**config.mk**
```make
export PLATFORM = sky130hd
export DESIGN_NAME = temp_display_top
export DESIGN_NICKNAME = d
export VERILOG_FILES = /design/src/rtl/tdisp_pkg.sv /design/src/rtl/tdisp_add3.sv /design/src/rtl/tdisp_bcd_net.sv /design/src/rtl/tdisp_seg7.sv /design/src/rtl/tdisp_load_reg.sv /design/src/rtl/temp_display_top.sv
export SDC_FILE = /design/constraint.sdc
export NUM_CORES = 1
export LEC_CHECK = 0
export ABC_CLOCK_PERIOD_IN_PS = 11000
export BUFFER_PORTS_ARGS = -buffer_cell sky130_fd_sc_hd__buf_2
export CORE_ASPECT_RATIO = 0.7
export CORE_MARGIN = 3
export CORE_UTILIZATION = 35
export DETAILED_ROUTE_END_ITERATION = 6
export HOLD_SLACK_MARGIN = 0.02
export PLACE_DENSITY = 0.55
export SLEW_MARGIN = 20
export SYNTH_ARGS = -nofsm -noshare
export SYNTH_HDL_FRONTEND = slang
export SYNTH_SLANG_ARGS = --single-unit
export TNS_END_PERCENT = 5
```
**constraint.sdc**
```tcl
create_clock -name clk -period 11 [get_ports clk]
set_input_delay 1.65 -clock clk [delete_from_list [all_inputs] [get_ports clk]]
set_output_delay 1.65 -clock clk [all_outputs]
set_load 0.05 [all_outputs]
```
**src/rtl/tdisp_pkg.sv**
```systemverilog
package tdisp_pkg;

  typedef logic [3:0] bcd_t;
  typedef logic [6:0] seg_t;

  // Conditional correction applied to one decimal digit between shifts.
  function automatic bcd_t add3_if_big(input bcd_t d);
    return (d > 4'd4) ? bcd_t'(d + 4'd3) : d;
  endfunction

  // Active-high segments, bit 0 = a ... bit 6 = g; non-decimal codes blank.
  function automatic seg_t seg_pattern(input bcd_t d);
    seg_t s;
    case (d)
      4'd0:    s = 7'h3F;
      4'd1:    s = 7'h06;
      4'd2:    s = 7'h5B;
      4'd3:    s = 7'h4F;
      4'd4:    s = 7'h66;
      4'd5:    s = 7'h6D;
      4'd6:    s = 7'h7D;
      4'd7:    s = 7'h07;
      4'd8:    s = 7'h7F;
      4'd9:    s = 7'h6F;
      default: s = 7'h00;
    endcase
    return s;
  endfunction

endpackage

```
**src/rtl/tdisp_add3.sv**
```systemverilog
module tdisp_add3
  import tdisp_pkg::*;
(
  input  bcd_t din,
  output bcd_t dout
);
  assign dout = add3_if_big(din);
endmodule

```
**src/rtl/tdisp_bcd_net.sv**
```systemverilog
module tdisp_bcd_net #(
  parameter int BIN_W   = 9,
  parameter int NUM_DIG = 3
) (
  input  logic [BIN_W-1:0]     bin,
  output logic [4*NUM_DIG-1:0] bcd
);
  localparam int BCD_W     = 4 * NUM_DIG;
  localparam int TOT_W     = BIN_W + BCD_W;
  localparam int FIRST_TST = 3;

  logic [TOT_W-1:0] stage [0:BIN_W];

  assign stage[0] = {{BCD_W{1'b0}}, bin};

  for (genvar k = 1; k <= BIN_W; k++) begin : g_step
    logic [TOT_W-1:0] shifted;
    logic [TOT_W-1:0] nxt;
    assign shifted = {stage[k-1][TOT_W-2:0], 1'b0};
    if (k >= FIRST_TST && k < BIN_W) begin : g_test
      assign nxt[BIN_W-1:0] = shifted[BIN_W-1:0];
      for (genvar d = 0; d < NUM_DIG; d++) begin : g_dig
        tdisp_add3 u_cell (
          .din  (shifted[BIN_W+4*d +: 4]),
          .dout (nxt[BIN_W+4*d +: 4])
        );
      end
    end else begin : g_pass
      assign nxt = shifted;
    end
    assign stage[k] = nxt;
  end

  assign bcd = stage[BIN_W][TOT_W-1 -: BCD_W];

  logic unused_low;
  assign unused_low = ^stage[BIN_W][BIN_W-1:0];
endmodule

```
**src/rtl/tdisp_seg7.sv**
```systemverilog
module tdisp_seg7
  import tdisp_pkg::*;
(
  input  bcd_t digit,
  output seg_t seg
);
  assign seg = seg_pattern(digit);
endmodule

```
**src/rtl/tdisp_load_reg.sv**
```systemverilog
module tdisp_load_reg #(
  parameter int DATA_W = 8
) (
  input  logic              clk,
  input  logic              rst_n,
  input  logic              tick,
  input  logic              busy,
  input  logic [DATA_W-1:0] din,
  output logic [DATA_W-1:0] dout,
  output logic              tick_prev,
  output logic              load_fire
);
  logic tick_rise;

  assign tick_rise = tick & ~tick_prev;
  assign load_fire = tick_rise & ~busy;

  always_ff @(posedge clk) begin
    if (!rst_n) begin
      tick_prev <= 1'b0;
      dout      <= '0;
    end else begin
      tick_prev <= tick;
      if (load_fire) dout <= din;
    end
  end
endmodule

```
**src/rtl/temp_display_top.sv**
```systemverilog
module temp_display_top
  import tdisp_pkg::*;
#(
  parameter int DATA_W  = 8,
  parameter int CONV_W  = 9,
  parameter int NUM_DIG = 3,
  parameter int LED_W   = 2
) (
  input  logic              clk,
  input  logic              rst_n,
  input  logic              tick_1hz,
  input  logic              capture_busy,
  input  logic [DATA_W-1:0] temp_byte,
  output logic [6:0]        seg_units,
  output logic [6:0]        seg_tens,
  output logic [LED_W-1:0]  hund_led
);
  localparam int PAD_W = CONV_W - DATA_W;

  logic [DATA_W-1:0]    disp_q;
  logic                 tick_prev;
  logic                 load_fire;
  logic [CONV_W-1:0]    conv_in;
  logic [4*NUM_DIG-1:0] bcd_all;
  bcd_t                 units_d, tens_d, hund_d;

  tdisp_load_reg #(.DATA_W(DATA_W)) u_load (
    .clk       (clk),
    .rst_n     (rst_n),
    .tick      (tick_1hz),
    .busy      (capture_busy),
    .din       (temp_byte),
    .dout      (disp_q),
    .tick_prev (tick_prev),
    .load_fire (load_fire)
  );

  assign conv_in = {{PAD_W{1'b0}}, disp_q};

  tdisp_bcd_net #(.BIN_W(CONV_W), .NUM_DIG(NUM_DIG)) u_conv (
    .bin (conv_in),
    .bcd (bcd_all)
  );

  assign units_d = bcd_all[3:0];
  assign tens_d  = bcd_all[7:4];
  assign hund_d  = bcd_all[11:8];

  tdisp_seg7 u_seg_u (.digit(units_d), .seg(seg_units));
  tdisp_seg7 u_seg_t (.digit(tens_d),  .seg(seg_tens));

  assign hund_led = hund_d[LED_W-1:0];

  logic unused_hi;
  assign unused_hi = ^{hund_d[3:LED_W], load_fire};
endmodule

```
# After elaboration in Yosys (flattened, before gate mapping)
# Memories as Yosys holds them, arrays and structs flattened.
# Index checks and enable logic that the tools add are counted.
dict set report classes {
  n_lt_le_gt_ge 15
  bitwise 4
  muxes 15
  addsub 15
}
# operator count
set op_table {}
lappend op_table {{4-bit by 3-bit > comparator with 1-bit output (second input constant)} 12}
lappend op_table {{4-bit by 2-bit adder with 4-bit output (second input constant)} 9}
lappend op_table {{4-bit two-way mux} 9}
lappend op_table {{3-bit two-way mux} 5}
lappend op_table {{1-bit by 2-bit adder with 3-bit output (both inputs constant)} 2}
lappend op_table {{3-bit by 2-bit adder with 3-bit output (second input constant)} 2}
lappend op_table {{1-bit by 3-bit > comparator with 1-bit output (both inputs constant)} 2}
lappend op_table {{2-bit by 2-bit adder with 3-bit output (second input constant)} 1}
lappend op_table {{2-bit by 3-bit > comparator with 1-bit output (second input constant)} 1}
lappend op_table {{1-bit bitwise AND} 2}
lappend op_table {{1-bit inverter} 2}
lappend op_table {{1-bit adder (second input constant)} 1}
lappend op_table {{1-bit two-way mux} 1}
dict set report totals {
  output_inout_bits 16
  elab_cells 53
  inputBits 12
  rom_bits 224
  mem_count 2
  register_bits 9
}
# name words word_bits rd rd_ports_with_merged_regs wr line
set memory_table {}
lappend memory_table {{(name not given)} 16 7 1 0 0 tdisp_pkg.sv:14} ;# case (d)
lappend memory_table {{(name not given)} 16 7 1 0 0 tdisp_pkg.sv:14}

# Logic depth before layout (Yosys ltp)
# An unclocked memory read counts as a cell.
dict set report logic_depth {
  depth_word 13
  ltp_mapped 26
  ltp_nobuf 23
}

# Modules after synthesis
# A second synthesis with hierarchy kept.
dict set report hier_totals {
  cells_unflattened 365
  area_unflattened_um2 2670.1
}
# mod seq_area_each_um2 area_each_um2 n_inst cells_each
set by_module_without_submodules {}
lappend by_module_without_submodules {tdisp_add3 0.0 103.8 18 15}
lappend by_module_without_submodules {tdisp_load_reg 180.2 365.4 1 38}
lappend by_module_without_submodules {{tdisp_seg7 at u_seg_t} 0.0 219.0 1 28}
lappend by_module_without_submodules {{tdisp_seg7 at u_seg_u} 0.0 201.4 1 26}
lappend by_module_without_submodules {tdisp_bcd_net 0.0 11.3 1 2}
lappend by_module_without_submodules {temp_display_top 0.0 3.8 1 1}

# Least setup slack after synthesis
# OpenSTA, ideal clock, no wires.
dict set report synth_path {
  path_kind {flip-flop to output port}
  startpoint {register u_load.dout[5]}
  endpoint {output seg_tens[4]}
  setup_slack_ns 3.716
  arrival_ns 5.634
  stages_incl_launch_ff 24
  path_cell_list {dfxtp_1 buf_6 inv_1 ha_1 inv_1 ha_1 buf_4 xnor2_2 mux2i_2 nand4_4 buf_2 nor2_2 mux2i_1 a21oi_1 o21ai_0 inv_1 ha_1 xnor2_1 xnor2_1 ha_1 nor3_1 a211oi_4 mux2i_1 a211oi_1}
}
dict set report synth_between {
  elab_chain_len 11
}
# item line
set synth_lines {}
lappend synth_lines {{start: declaration} tdisp_load_reg.sv:9} ;# output logic [DATA_W-1:0] dout,
lappend synth_lines {{start signal: assignment} tdisp_load_reg.sv:24} ;# if (load_fire) dout <= din;
lappend synth_lines {{4-bit by 2-bit adder with 4-bit output or 4-bit by 3-bit > comparator with 1-bit output (tied branches)} tdisp_pkg.sv:8} ;# return (d > 4'd4) ? bcd_t'(d + 4'd3) : d;
lappend synth_lines {{4-bit two-way mux *} tdisp_pkg.sv:8}
lappend synth_lines {{4-bit by 2-bit adder with 4-bit output or 4-bit by 3-bit > comparator with 1-bit output (tied branches)} tdisp_pkg.sv:8}
lappend synth_lines {{4-bit two-way mux} tdisp_pkg.sv:8}
lappend synth_lines {{4-bit by 2-bit adder with 4-bit output or 4-bit by 3-bit > comparator with 1-bit output (tied branches)} tdisp_pkg.sv:8}
lappend synth_lines {{4-bit two-way mux} tdisp_pkg.sv:8}
lappend synth_lines {{4-bit by 2-bit adder with 4-bit output or 4-bit by 3-bit > comparator with 1-bit output (tied branches)} tdisp_pkg.sv:8}
lappend synth_lines {{4-bit two-way mux} tdisp_pkg.sv:8}
lappend synth_lines {{4-bit by 2-bit adder with 4-bit output or 4-bit by 3-bit > comparator with 1-bit output (tied branches)} tdisp_pkg.sv:8}
lappend synth_lines {{4-bit two-way mux} tdisp_pkg.sv:8}
lappend synth_lines {{memory read 16 x 7 bit *} --}
lappend synth_lines {{end: declaration} temp_display_top.sv:15} ;# output logic [6:0] seg_tens,
# Mark *: on every way between the ends. The rest lies on a longest branch, timed or not.

# Final worst setup path
dict set report layout_path {
  startpoint {register u_load.dout[5]}
  endpoint {output seg_tens[0]}
}
# Same word-level chain as after synthesis.

==> impl_metrics.toml <==
[layout]
drive_gt1_share_pct = 20.92
nNetsFinal = 336
design_area_um2 = 2313
area_growth_pct = 8.129
num_antenna_cells = 0

[global_route]
first_global_vias = 1872
grt_max_degree = 24
grt_antenna_before_repair = 0
grt_use_met2_pct = 18.90
use_met1_pct = 24.66
busiest_layer = "met1"
grt_usage_pct = 14.34
grt_use_met3_pct = 1.459
grt_first_pass_wirelength_um = 8763
grt.overflow.total = 0

[logic_synthesis]
synth_most_common_cell = "nor2_1"
ys_seq_area_share_pct = 8.421
synth.distinct_cells = 73
syn-cell-area_um2 = 2140
synth_enable_flop_cells = 0
yosys.area.top_type_share_pct = 9.942
yosysTopAreaCell = "ha_1"
syn_nets = 322
synth.avg_cell_area_um2 = 7.302
yosys_warnings = 0
yosys-top-cells-count = "nor2_1, o21ai_0, nand2_1, a21oi_1, ha_1"
synth.area.top_cells = "ha_1, dfxtp_1, mux2i_1"
syn_inst = 293
ys_ff_latch = 9
async_flop_share_pct = 0
ys.flop_type = "dfxtp_1"

[power]
finalPower_uw = 259.6
ir_worst_vdd_v = 0.0001029
p_leak_nw = 0.9029
powerDensity_nw_per_um2 = 112.2

[critical_path]
cp_top_family = "multiplexers"
endpoint = "seg_tens[0]"
path_depth = 22
regToRegEndpoint = "u_load.dout[3]$_SDFFE_PN0P_"
criticalPathCategory = "reg2out"
cpMostUsedCell = "ha_1"
worstPathCellList = "inv_1 > ha_1 > inv_1 > ha_1 > xnor2_2 > mux2i_2 > nand4_4 > nor2_2 > mux2i_1 > a21oi_1 > o21ai_0 > inv_1 > ha_1 > xnor2_1 > xnor2_1 > ha_1 > nor3_1 > a211oi_4 > mux2i_1 > and3b_2 > a211oi_2 > buf_2"
critical_path.max_fanout = 15
crit_required_ns = 9.35
endpoint_kind = "primary output"
rr_startpoint = "u_load.dout[3]$_SDFFE_PN0P_"
startpoint_type = "flip-flop"
slowest_delay_ns = 0.61
cp.arrival_ns = 6.26
critPathLaunch = "u_load.dout[5]$_SDFFE_PN0P_"
reg2reg_slack_ns = 9.62
rr_worst_depth = 4
slowest_stage = "mux2i_1"
crit_buf_inv = 4

[sta]
drv_slew = 0
slew_headroom_pct = 47.10
fin_setup_tns_ns = 0
worst_pin_slew_ns = 0.7714
period_share_pct = 71.94
hold_violations = 0
rsz0062_at_grt = "false"
clock_skew_ns = 0.001104
fin_crit_ns = 7.914
fmax_mhz = 126.4
setup_viol = 0

[clocking]
holdBufCountCts = 0
clk_pin_slew_ns = 0.04
clock_path_buffers = 2
cts_setup_buffers = 0
root_buffer = "clkbuf_8"
clock_sinks = 9
cts_tree = "yes"
post_cts_resized = 0
worstSkewPairLatency_ns = 0.23
numCtsBuffers = 3
htreeDepth = 1

[floorplanning]
pin_count = 28
rows = 23
die_h_um = 71.42
fp.coreArea_um2 = 5813
initial_core_util_pct = 36.81
dieWidth_um = 99.45
die-area_um2 = 7102

[routing]
remaining_drc_errors = 0
post_drt_wl_per_cell_um = 13.31
routed_wl_um = 5073
first_pass_iters = 4
drtIter0Drc = 133
vias_per_cell = 5.570
num_vias = 2122
ant_nets = 0

[flow_run]
cap_violations = 0

[placed_design]
place.gp.congestion = 0.8446
postPlaceCellArea_um2 = 2268
portBuffers = 27
dp_hpwl_um = 3924

[min_path]
holdCritPathClass = "reg2reg"

[status]
status = "completed"
==> layer usage <==
layer  wire length (um)  share of wire [%]
met3                248                4.9
met4                  0                  0
met2               1994                 39
met5                  0                  0
met1               2830                 56
==> cell families after synthesis <==
group	after synthesis	share of synthesized area, %
flops	9	8.421
fa+ha+maj	17	9.941
mux	15	7.368
xor+xnor	6	3.158
compound gates	88	30.88
simple gates	124	32.40
buf+inv	34	7.836
==> where the power goes <==
| part | internal (mW) | leakage, nW | switching (mW) |
|---|---|---|---|
| logic | 0.0589 | 0.807 | 0.126 |
| registers | 0.0343 | 0.0736 | 0.00341 |
| clock network | 0.0251 | 0.0228 | 0.0119 |
| total | 0.118 | 0.903 | 0.141 |
==> through the flow <==
stage	hold WS [ns]	std cells	utilization [%]	worst slack, ns
6_report	0.5989	381	39.80	3.086
2_1_floorplan	0.5439	293	-	3.716
5_1_grt	0.6562	381	39.80	2.516
4_1_cts	0.6026	381	39.80	3.102
3_3_place_gp	0.5800	377	39.02	3.552
3_5_place_dp	0.5968	377	39.02	3.383
==> sequential cells by signal, summed over array words and instances, names as in the netlist <==
register	count
u_load.tick_prev	1
u_load.dout	8
==> worst min-delay path, cell delays in order (launching register included) <==
cell	delay, ns
dfxtp_1	0.35
mux2i_1	0.14
nor2b_1	0.06
==> worst min-delay path by stage <==
stage                                      startpoint                          end  slack, ns  depth (start not counted)
after CTS                 u_load.dout[7]$_SDFFE_PN0P_  u_load.dout[7]$_SDFFE_PN0P_       0.60                          2
final                     u_load.dout[7]$_SDFFE_PN0P_  u_load.dout[7]$_SDFFE_PN0P_       0.60                          2
after global placement    u_load.dout[7]$_SDFFE_PN0P_  u_load.dout[7]$_SDFFE_PN0P_       0.58                          2
after floorplan           u_load.dout[7]$_SDFFE_PN0P_  u_load.dout[7]$_SDFFE_PN0P_       0.54                          2
after detailed placement  u_load.dout[7]$_SDFFE_PN0P_  u_load.dout[7]$_SDFFE_PN0P_       0.60                          2
after global routing      u_load.dout[7]$_SDFFE_PN0P_  u_load.dout[7]$_SDFFE_PN0P_       0.66                          2
==> cell usage in the layout, fill, tap and decap left out, drive strengths merged, types with 10 or more instances in the layout <==
cell	n
nor2	30
buf	29
o21ai	25
nand2	18
a21oi	17
ha	17
nor2b	15
nor3	12
inv	12
mux2i	12
nand3	10
and3	10
==> layout make-up <==
| cell class | count | area, um^2 |
|---|---|---|
| Fill cell | 618 | 3500 |
| Multi-Input combinational cell | 250 | 1792 |
| Timing Repair Buffer | 29 | 150.1 |
| Clock buffer | 4 | 45.04 |
| Tap cell | 75 | 93.84 |
| Inverter | 14 | 52.55 |
| Sequential cell | 9 | 180.2 |
Note: power is estimated with default switching activity, not from simulation.
